==> config.mk <==
export PLATFORM = sky130hd
export DESIGN_NAME = blkavg_top
export DESIGN_NICKNAME = d
export VERILOG_FILES = /design/src/rtl/blkavg_pkg.sv /design/src/rtl/blkavg_seq.sv /design/src/rtl/blkavg_sum.sv /design/src/rtl/blkavg_top.sv
export SDC_FILE = /design/constraint.sdc
export NUM_CORES = 1
export LEC_CHECK = 0
export BUFFER_PORTS_ARGS = -buffer_cell sky130_fd_sc_hd__buf_2
export CELL_PAD_IN_SITES_DETAIL_PLACEMENT = 1
export CELL_PAD_IN_SITES_GLOBAL_PLACEMENT = 2
export CORE_UTILIZATION = 31
export DETAILED_ROUTE_END_ITERATION = 6
export GPL_TIMING_DRIVEN = 0
export PLACE_DENSITY_LB_ADDON = 0.1
export SETUP_SLACK_MARGIN = 0.15
export SLEW_MARGIN = 20
export SYNTH_ARGS = -nofsm -noshare
export SYNTH_HDL_FRONTEND = slang
export SYNTH_SLANG_ARGS = --single-unit
==> constraint.sdc <==
create_clock -name clk -period 2.5 [get_ports clk]
set_input_delay 0.125 -clock clk [delete_from_list [all_inputs] [get_ports clk]]
set_output_delay 0.125 -clock clk [all_outputs]
set_load 0.05 [all_outputs]
==> src/rtl/blkavg_pkg.sv <==
package blkavg_pkg;
    typedef enum logic {
        ST_EMPTY   = 1'b0,
        ST_FILLING = 1'b1
    } fill_state_t;
endpackage

==> src/rtl/blkavg_seq.sv <==
module blkavg_seq
    import blkavg_pkg::*;
#(
    parameter int LOG2_BLK = 3
) (
    input  logic                clk,
    input  logic                rst,
    input  logic                clr,
    input  logic                in_valid,
    output logic                take,
    output logic                close,
    output logic [LOG2_BLK-1:0] cnt_o
);
    localparam int CNT_W = LOG2_BLK;
    localparam logic [CNT_W-1:0] LAST_IDX = {CNT_W{1'b1}};

    fill_state_t      state_q, state_d;
    logic [CNT_W-1:0] cnt_q;

    // state register process
    always_ff @(posedge clk) begin
        if (rst) begin
            state_q <= ST_EMPTY;
            cnt_q   <= '0;
        end else begin
            state_q <= state_d;
            if (clr || close)
                cnt_q <= '0;
            else if (take)
                cnt_q <= cnt_q + 1'b1;
        end
    end

    // next state and output process
    always_comb begin
        take    = in_valid && !clr;
        close   = 1'b0;
        state_d = state_q;
        unique case (state_q)
            ST_EMPTY: begin
                if (take)
                    state_d = ST_FILLING;   // first-take
            end
            ST_FILLING: begin
                if (take && (cnt_q == LAST_IDX)) begin
                    close   = 1'b1;
                    state_d = ST_EMPTY;     // block-close
                end
            end
            default: state_d = ST_EMPTY;
        endcase
        if (clr)
            state_d = ST_EMPTY;             // flush
    end

    assign cnt_o = cnt_q;


    idle_hold_chk: assert property (@(posedge clk) disable iff (rst)
        (!in_valid && !clr) |=> $stable(cnt_q));


    state_cnt_chk: assert property (@(posedge clk) disable iff (rst)
        (state_q == ST_EMPTY) |-> (cnt_q == '0));


    clear_cnt_chk: assert property (@(posedge clk) disable iff (rst)
        clr |=> (state_q == ST_EMPTY));
endmodule

==> src/rtl/blkavg_sum.sv <==
module blkavg_sum #(
    parameter int SAMPLE_W = 8,
    parameter int LOG2_BLK = 3
) (
    input  logic                           clk,
    input  logic                           rst,
    input  logic                           clr,
    input  logic                           take,
    input  logic                           close,
    input  logic [SAMPLE_W-1:0]            sample,
    output logic [SAMPLE_W-1:0]            avg_q,
    output logic                           avg_vld_q,
    output logic [SAMPLE_W+LOG2_BLK:0]     sum_o
);
    localparam int ACC_W = SAMPLE_W + LOG2_BLK + 1;
    localparam logic [ACC_W-1:0] HALF = ACC_W'(1) << (LOG2_BLK - 1);

    logic [ACC_W-1:0] sum_q;
    logic [ACC_W-1:0] sum_next;
    logic [ACC_W-1:0] rounded;
    logic [ACC_W-1:0] shifted;

    always_comb begin
        sum_next = sum_q + ACC_W'(sample);
        rounded  = sum_next + HALF;
        shifted  = rounded >> LOG2_BLK;
    end

    always_ff @(posedge clk) begin
        if (rst) begin
            sum_q     <= '0;
            avg_q     <= '0;
            avg_vld_q <= 1'b0;
        end else begin
            avg_vld_q <= close;
            if (clr || close)
                sum_q <= '0;
            else if (take)
                sum_q <= sum_next;
            if (close)
                avg_q <= shifted[SAMPLE_W-1:0];
        end
    end

    assign sum_o = sum_q;


    pulse_single_chk: assert property (@(posedge clk) disable iff (rst)
        avg_vld_q |=> !avg_vld_q);


    clear_zero_chk: assert property (@(posedge clk) disable iff (rst)
        clr |=> (sum_q == '0));


    round_fit_chk: assert property (@(posedge clk) disable iff (rst)
        close |-> (shifted[ACC_W-1:SAMPLE_W] == '0));


    hold_out_chk: assert property (@(posedge clk) disable iff (rst)
        !close |=> $stable(avg_q));
endmodule

==> src/rtl/blkavg_top.sv <==
module blkavg_top #(
    parameter int SAMPLE_W = 8,
    parameter int LOG2_BLK = 3
) (
    input  logic                clk,
    input  logic                rst,
    input  logic                clr,
    input  logic                in_valid,
    input  logic [SAMPLE_W-1:0] in_data,
    output logic [SAMPLE_W-1:0] avg_out,
    output logic                avg_valid
);
    localparam int ACC_W = SAMPLE_W + LOG2_BLK + 1;
    localparam logic [ACC_W-1:0] MAX_S = ACC_W'({SAMPLE_W{1'b1}});

    logic                take, close;
    logic [LOG2_BLK-1:0] cnt;
    logic [ACC_W-1:0]    sum;

    blkavg_seq #(.LOG2_BLK(LOG2_BLK)) u_seq (
        .clk      (clk),
        .rst      (rst),
        .clr      (clr),
        .in_valid (in_valid),
        .take     (take),
        .close    (close),
        .cnt_o    (cnt)
    );

    blkavg_sum #(.SAMPLE_W(SAMPLE_W), .LOG2_BLK(LOG2_BLK)) u_sum (
        .clk       (clk),
        .rst       (rst),
        .clr       (clr),
        .take      (take),
        .close     (close),
        .sample    (in_data),
        .avg_q     (avg_out),
        .avg_vld_q (avg_valid),
        .sum_o     (sum)
    );


    no_overflow_chk: assert property (@(posedge clk) disable iff (rst)
        sum <= (ACC_W'(cnt) * MAX_S));


    strobe_cause_chk: assert property (@(posedge clk) disable iff (rst)
        (in_valid && !clr && (cnt == {LOG2_BLK{1'b1}})) |=> avg_valid);
endmodule

Word level (Yosys, flattened, before mapping)
Cells that the tools add are included.
{"block": "op_classes", "addsub": 3, "n_eq_ne": 1, "n_mux": 5, "bitwise_logic": 1, "n_reduce_logical": 6}
{"operator": "$add 12x8->12", "n": 1}
{"operator": "$add 11x3->11 const B", "n": 1}
{"operator": "$mux 1", "n": 4}
{"operator": "$reduce_or 2->1", "n": 2}
{"operator": "$add 3x1->3 const B", "n": 1}
{"operator": "$eq 3x3->1 const B", "n": 1}
{"operator": "$logic_and 1x1->1", "n": 2}
{"operator": "$pmux 1 s2", "n": 1}
{"operator": "$logic_not 1->1", "n": 1}
{"operator": "$logic_or 1x1->1", "n": 1}
{"operator": "$not 1->1", "n": 1}
{"block": "totals", "reg_bits": 25, "output_inout_bits": 9, "elab_cells": 21}

Logic depth before layout (Yosys ltp)
Gate-level depths: netlist of run 1.
{"block": "depth", "depth_word": 7, "depth_mapped": 9, "ltp_nobuf": 9}

Cells and area by module
A second synthesis of run 1 with hierarchy kept.
{"block": "hier_totals", "cells_unflattened": 164, "area_unflattened_um2": 1482.7}
{"mod": "blkavg_sum", "instances": 1, "cells_per_inst": 146, "area_per_inst_um2": 1290.0, "seq_area_each_um2": 420.4}
{"mod": "blkavg_seq", "instances": 1, "cells_per_inst": 18, "area_per_inst_um2": 192.7, "seq_area_each_um2": 80.1}

Worst setup path before layout of run 1
No wires, ideal clock.
{"block": "synth_path", "path_kind": "register to register", "start": "reg u_sum.sum_q[0], in the netlist u_sum.sum_o[0]", "end": "reg u_sum.avg_q[7]", "t_arrival_ns": 2.329, "required_ns": 2.383, "path_slack_ns": 0.054, "path_stages_with_launch": 10, "path_cell_list": "dfxtp_1 ha_1 fa_1 a21o_1 a221oi_2 o21ai_4 xnor2_2 nor4_2 xnor2_1 a22o_1"}
{"block": "synth_via", "elab_chain_cells": 2}
{"item": "start: declaration", "line": "blkavg_sum.sv:18", "source": "logic [ACC_W-1:0] sum_q;"}
{"item": "start signal: assignment", "line": "blkavg_sum.sv:39", "source": "sum_q <= sum_next;"}
{"item": "$add 12x8->12", "line": "blkavg_sum.sv:24", "source": "sum_next = sum_q + ACC_W'(sample);"}
{"item": "$add 11x3->11", "line": "blkavg_sum.sv:25", "source": "rounded = sum_next + HALF;"}
{"item": "end signal: assignment", "line": "blkavg_sum.sv:41", "source": "avg_q <= shifted[SAMPLE_W-1:0];"}
{"item": "end: declaration", "line": "blkavg_sum.sv:11", "source": "output logic [SAMPLE_W-1:0] avg_q,"}
No other way between the ends.
A chain may end at the register's enable or synchronous reset.

Worst setup path after layout of run 1
{"block": "layout_path", "start": "reg u_sum.sum_q[0], in the netlist u_sum.sum_o[0]", "end": "reg u_sum.avg_q[6]"}
Same word-level chain as after synthesis.

==> flow_summary_export.csv, run 1 <==
group,metric,value,unit
outcome,status,"finished clean",
timing,drv_slew,0,
timing,tightest_slew,0.490,ns
timing,skew,0.00192,ns
clock_tree,cts.path.max_buffers,2,
synthesis,yosysSeqAreaShare,32.8,%
clock_tree,cts_root_buffer,"clkbuf_8",
global_routing,gr-total-overflow,0,
finish,final_nets,227,
routing,vias_per_cell,4.98,
synthesis,ys_async_sr_fraction,0,%
routing,drt_wl_total,3820,um
job,cap_violations,0,
placed_design,hpwl,2740,um
finish,utilization,43.5,%
floorplan,ios,21,
routing,ant_nets,0,
synthesis,synth_edf_count,0,
routing,drt_first_pass_iters,5,
critical_path,max_stage_delay,0.35,ns
critical_path,critPathCaptureType,"register",
finish,fill_cells,529,
clock_tree,numClockSinks,24,
clock_tree,cts_max_level,1,
routing,remaining_drc_errors,0,
critical_path,path_class,"register to register",
clock_tree,cts_buffers,3,
placed_design,place.gp.congestion,0.761,
floorplan,die_y,70.8,um
timing,finalHoldViolations,0,
global_routing,grt_max_degree,14,
clock_tree,cts_tree,"done",
floorplan,fp.dieW,70.8,um
finish,area_growth,31.9,%
critical_path,required,2.66,ns
timing,max-slew-margin-rel,67.3,%
global_routing,antenna_found_initial,0,
synthesis,synth_fp_nets,187,
routing,vias,1265,
critical_path,startpoint_type,"register",
floorplan,die-area,5010,um^2
global_routing,grt_pass1_vias,1283,
synthesis,synth.distinct_cells,40,
critical_path,slowest_stage,"fa_2",
power_and_ir_drop,vdd_drop_max,0.000183,V
finish,drive_gt1_share,36.1,%
timing,hold_ws,0.205,ns
floorplan,core,4440,um^2
synthesis,synth_area,1470,um^2
timing,grt_setup_unrepaired,"yes",
power_and_ir_drop,powerDensity,432,nW/um^2
routing,drt_iter0_markers,33,
global_routing,grt_first_pass_wirelength,6180,um
synthesis,synth_cells,163,
floorplan,rows,24,
critical_path,worstPathCellList,"ha_4 -> fa_2 -> a21o_4 -> a221oi_4 -> o21ai_4 -> xnor2_2 -> nor4_2 -> xnor2_1 -> a22o_1",
timing,max_freq,0.426,GHz
floorplan,initial_core_util,33.0,%
power_and_ir_drop,power_leakage,0.762,nW
synthesis,yosys_register_bits,24,
routing,wl_per_cell,15.0,um
timing,min_period,2.35,ns
min_path,hp-class,"input port to register",
synthesis,synth_area_per_cell,9.00,um^2
timing,min_period_over_period,93.9,%
finish,n_antenna_cell,0,
timing,setup_viol,0,
clock_tree,cts.clk_slew.worst_paths,0.09,ns
critical_path,cp_max_fo,3,
global_routing,track_usage,15.6,%
synthesis,synthFlopType,"dfxtp_1",
placed_design,io_buffers,19,
critical_path,cp.arrival,2.51,ns
synthesis,yosysWarnings,0,
clock_tree,clock_latency,0.26,ns
through the flow:
| step | instance area, um^2 | cells | setup WS (ns) | total power [W] | setup TNS, ns |
|---|---|---|---|---|---|
| 2_1_floorplan | 1480 | 163 | 0.174 | 0.000496 | 0 |
| 3_3_place_gp | 1640 | 234 | 0.0135 | 0.000529 | 0 |
| 3_5_place_dp | 1640 | 234 | -0.0227 | 0.000532 | -0.0276 |
| 4_1_cts | 1800 | 247 | 0.0795 | 0.000826 | 0 |
| 5_1_grt | 1930 | 254 | 0.0346 | 0.000884 | 0 |
| 6_report | 1930 | 254 | 0.153 | 0.000836 | 0 |
critical path, delay by kind of cell, from the launching register on:
family,cells,cell delay (ns)
xor gates and xnor gates,2,0.28
DFF,1,0.34
adders and majority gates,2,0.51
and+or+nand+nor,1,0.26
AOI/OAI and AO/OA,4,0.86
metal layers:
metal  track usage, %  routed length [um]
met1             20.1                1730
met2             27.9                1950
met3             1.85                  84
met4             3.33                  55
met5                0                   0
layout by cell type, fill, tap and decap left out, types with 3 or more instances in the layout:
cell type,instances
xnor2_2,4
nand2_1,19
clkbuf_8,4
clkbuf_1,7
a21oi_2,3
a21oi_1,8
dfxtp_1,22
ha_1,7
nand4_1,3
buf_4,16
buf_2,21
xor2_2,3
nor2_1,18
a211oi_1,5
nand3_1,6
xnor2_1,6
xor2_1,6
cell type report:
cell class	instances	area, um^2	share of cell area, %
clock buffer	4	55.1	2.85
multi-input combinational	127	1070	55.2
sequential	24	483	25.0
timing repair buffer	35	215	11.1
buffer	10	40.0	2.07
inverter	2	7.51	0.388
tap	52	65.1	3.36
cell families (layout without fill, tap and decap cells):
kind of cell | after synthesis | after routing | share of synthesized area, %
AO/OA/AOI/OAI | 33 | 33 | 18.3
AND/OR/NAND/NOR | 61 | 61 | 20.3
XOR/XNOR | 20 | 20 | 14.0
buffers and inverters | 12 | 51 | 3.24
flip-flops | 24 | 24 | 32.8
multiplexers | 1 | 1 | 0.683
adder cells (fa/ha/maj) | 12 | 12 | 10.8
where the power goes:
group / leakage (nW) / internal (W) / total, W / switching [W]
Sequential: 0.195 / 0.000387 / 0.000391 / 0.00000348
Combinational: 0.539 / 0.0000792 / 0.000176 / 0.0000971
Clock: 0.0288 / 0.000141 / 0.000269 / 0.000129
sequential cells by signal, indices dropped and copies added (netlist names):
signal and flops:
u_sum.sum_o 11, u_sum.avg_q 8, u_seq.cnt_o 3, u_seq.state_q 1, u_sum.avg_vld_q 1
synth_stat cells, drive strengths merged (3+ instances only):
master  number  share of area [%]
a21oi       12                4.4
nor2        19                5.0
a21o         3                1.5
a211oi       7                4.3
nand2       19                4.9
clkbuf       7                1.8
xnor2       11                8.1
buf          3               0.94
nand3        8                2.7
xor2         9                5.9
nor4         3                2.1
nand4        3                1.3
dfxtp       24                 33
ha          11                9.4
what timing repair did:
item	CTS	global route
endpoints found under the hold margin	0	0
pin swaps	12	18
resized for setup	7	12
hold buffers	0	0
setup buffers	9	7
endpoints found under the setup margin	4	3
path summary, 6_finish.rpt:
kind,start,endpoint,slack [ns],cells after the start
max,u_sum.sum_o[0],u_sum.avg_q[6],0.15,9
min,rst,u_sum.avg_q[0],0.21,2
max reg2reg,u_sum.sum_o[0],u_sum.avg_q[6],0.15,9
min reg2reg,u_seq.state_q,u_seq.state_q,0.47,2
No activity file was read; power rests on OpenSTA's default activity.
==> run 2, diff against run 1 <==
- clock period: 2.5 -> 2.1 ns (I/O delays scaled with it)
==> run 2 against run 1 <==
Sequential power is 19% higher; combinational power rose by 29%; via count increased by 3.0%; total power is 17% higher; worst hold slack got worse by 0.016 ns; the flow now finishes with violations (negative setup slack); register-to-register slack worse by 0.54 ns; critical path type unchanged; non-clock buffer count rose by 2; clock skew increased by 0.0043 ns; sequential share of layout area is 0.77 points lower; setup slack lost 0.54 ns; clock-buffer cell count down 1.
==> flow_summary_export.csv, run 2 (same netlist as run 1, synthesis figures left out) <==
group,metric,value,unit
power_and_ir_drop,power_leakage,0.808,nW
clock_tree,numClockSinks,24,
routing,ant_nets,0,
clock_tree,cts_root_buffer,"clkbuf_8",
timing,min_period_over_period,118,%
critical_path,reg2reg_depth,10,
power_and_ir_drop,power_frac_comb,23.2,%
power_and_ir_drop,p_sw_share,29.3,%
floorplan,rows,24,
min_path,hold_end,"u_sum.avg_q[0]",
critical_path,critPathCaptureType,"register",
global_routing,track_usage,16.5,%
timing,setup_slack,-0.387,ns
power_and_ir_drop,clkPwrFrac,29.3,%
floorplan,fp.dieW,70.8,um
placed_design,hpwl,2730,um
global_routing,antenna_found_initial,0,
outcome,violations,"negative setup slack",
floorplan,core,4440,um^2
placed_design,io_buffers,19,
finish,area_growth,36.1,%
floorplan,die-area,5010,um^2
finish,final_cell_mix,"dfxtp_1, buf_2, nor2_1, nand2_1, buf_4",
critical_path,path_delay_family,"compound AO/OA/AOI/OAI gates",
clock_tree,cts_tree,"done",
routing,vias,1303,
critical_path,startpoint_type,"register",
clock_tree,cts_buffers,3,
routing,drt_iter0_markers,50,
routing,vias_per_cell,5.11,
critical_path,cp.arrival,2.66,ns
global_routing,gr-total-overflow,0,
global_routing,grt_pass1_vias,1377,
global_routing,grt_first_pass_wirelength,6490,um
timing,skew,0.00618,ns
critical_path,r2r-start,"u_sum.sum_o[0]",
timing,finalHoldViolations,0,
floorplan,die_y,70.8,um
clock_tree,cts.clk_slew.worst_paths,0.09,ns
floorplan,ios,21,
critical_path,worstPathCellList,"ha_4 -> fa_2 -> a21o_1 -> a221oi_4 -> o21ai_4 -> xnor2_2 -> buf_4 -> nor4_4 -> xnor2_1 -> a22o_1",
finish,n_antenna_cell,0,
critical_path,max_stage_delay,0.37,ns
min_path,hold_start,"rst",
global_routing,grt_max_degree,13,
timing,drv_slew,0,
min_path,hp-class,"input port to register",
placed_design,dp_slack,-0.351,ns
power_and_ir_drop,powerDensity,491,nW/um^2
timing,grt_setup_unrepaired,"yes",
finish,largest_reg_flops,11,
job,cap_violations,0,
min_path,min_path_cells,2,
timing,min_period,2.49,ns
power_and_ir_drop,power_frac_seq,47.5,%
timing,max-slew-margin-rel,63.8,%
finish,utilization,44.9,%
routing,remaining_drc_errors,0,
routing,wl_per_cell,15.3,um
critical_path,ff2ff_setup_slack,-0.39,ns
power_and_ir_drop,p_sw,0.000287,W
finish,final_nets,229,
placed_design,place.gp.congestion,0.735,
clock_tree,cts.path.max_buffers,2,
finish,final_common_cell,"dfxtp_1",
outcome,status,"finished, violations left",
routing,drt_wl_total,3910,um
timing,max_freq,0.402,GHz
critical_path,cp_num_buf_inv,1,
critical_path,path_class,"register to register",
critical_path,r2r-end,"u_sum.avg_q[7]",
timing,tightest_slew,0.544,ns
clock_tree,clock_latency,0.27,ns
power_and_ir_drop,vdd_drop_max,0.000217,V
floorplan,initial_core_util,33.0,%
power_and_ir_drop,p_int,0.000692,W
critical_path,slowest_stage,"a221oi_4",
critical_path,required,2.27,ns
clock_tree,cts_max_level,1,
routing,drt_first_pass_iters,6,
critical_path,cp_max_fo,3,
finish,drive_gt1_share,38.4,%
timing,setup_viol,10,
[run 2: changes by cell type in the layout (fill, tap and decap cells not counted), moves of 2 or more]
cell / previous run / this run
xor2_2: 3 / 1
buf_6: 0 / 4
nor4_2: 2 / 0
clkbuf_1: 7 / 5
nor4_4: 0 / 2
[run 2: area by class of cell]
cell class	instances	area (um^2)
multi-input cells	127	1110
inverters	2	7.51
well taps	52	65.1
clock buffers	3	41.3
flip-flops and latches	24	483
fillers	533	2450
plain buffers	10	48.8
repair buffers	37	241
[run 2: power by group through the flow]
| stage | Clock [W] | Sequential (W) | Combinational [W] |
|---|---|---|---|
| after global routing | 0.000320 | 0.000466 | 0.000247 |
| final | 0.000287 | 0.000465 | 0.000227 |
| after detailed placement | 0 | 0.000475 | 0.000162 |
| after global placement | 0 | 0.000475 | 0.000159 |
| after CTS | 0.000295 | 0.000465 | 0.000201 |
| after floorplan | 0 | 0.000474 | 0.000120 |
[run 2: how the worst max path moves through the flow]
stage / startpoint / end / slack [ns] / cells after the start
2_1_floorplan: u_sum.sum_o[0] / u_sum.avg_q[6] / -0.18 / 9
3_3_place_gp: u_sum.sum_o[0] / u_sum.avg_q[7] / -0.33 / 9
3_5_place_dp: u_sum.sum_o[1] / u_sum.avg_q[7] / -0.35 / 9
4_1_cts: u_sum.sum_o[0] / u_sum.avg_q[7] / -0.37 / 10
5_1_grt: u_sum.sum_o[0] / u_sum.avg_q[7] / -0.46 / 10
6_report: u_sum.sum_o[0] / u_sum.avg_q[7] / -0.39 / 10
[run 2: metrics by stage]
stage               std cells  TNS, ns  hold WS [ns]  power [W]  cell area [um^2]
finish                    255    -1.56         0.189   0.000979              2000
global route              255    -2.49         0.217    0.00103              2000
CTS                       248    -1.16         0.195   0.000961              1880
detailed placement        234    -1.05         0.457   0.000637              1670
global placement          234   -0.859         0.442   0.000634              1670
floorplan                 163   -0.340         0.371   0.000594              1510
[run 2: timing repair]
| item | 4_1_cts | 5_1_grt |
|---|---|---|
| pin swaps | 13 | 10 |
| endpoints found under the hold margin | 0 | 0 |
| setup endpoints to repair | 18 | 18 |
| hold buffers | 0 | 0 |
| buffers inserted | 11 | 7 |
| resized for setup | 15 | 14 |
[run 2: routing by layer]
layer	vias to the layer above	global-route usage, %	share of wire, %
li1	647	-	-
met3	4	1.99	2.5
met2	23	29.1	50
met1	629	20.9	47
met5	-	0	0
met4	0	5.11	0.87
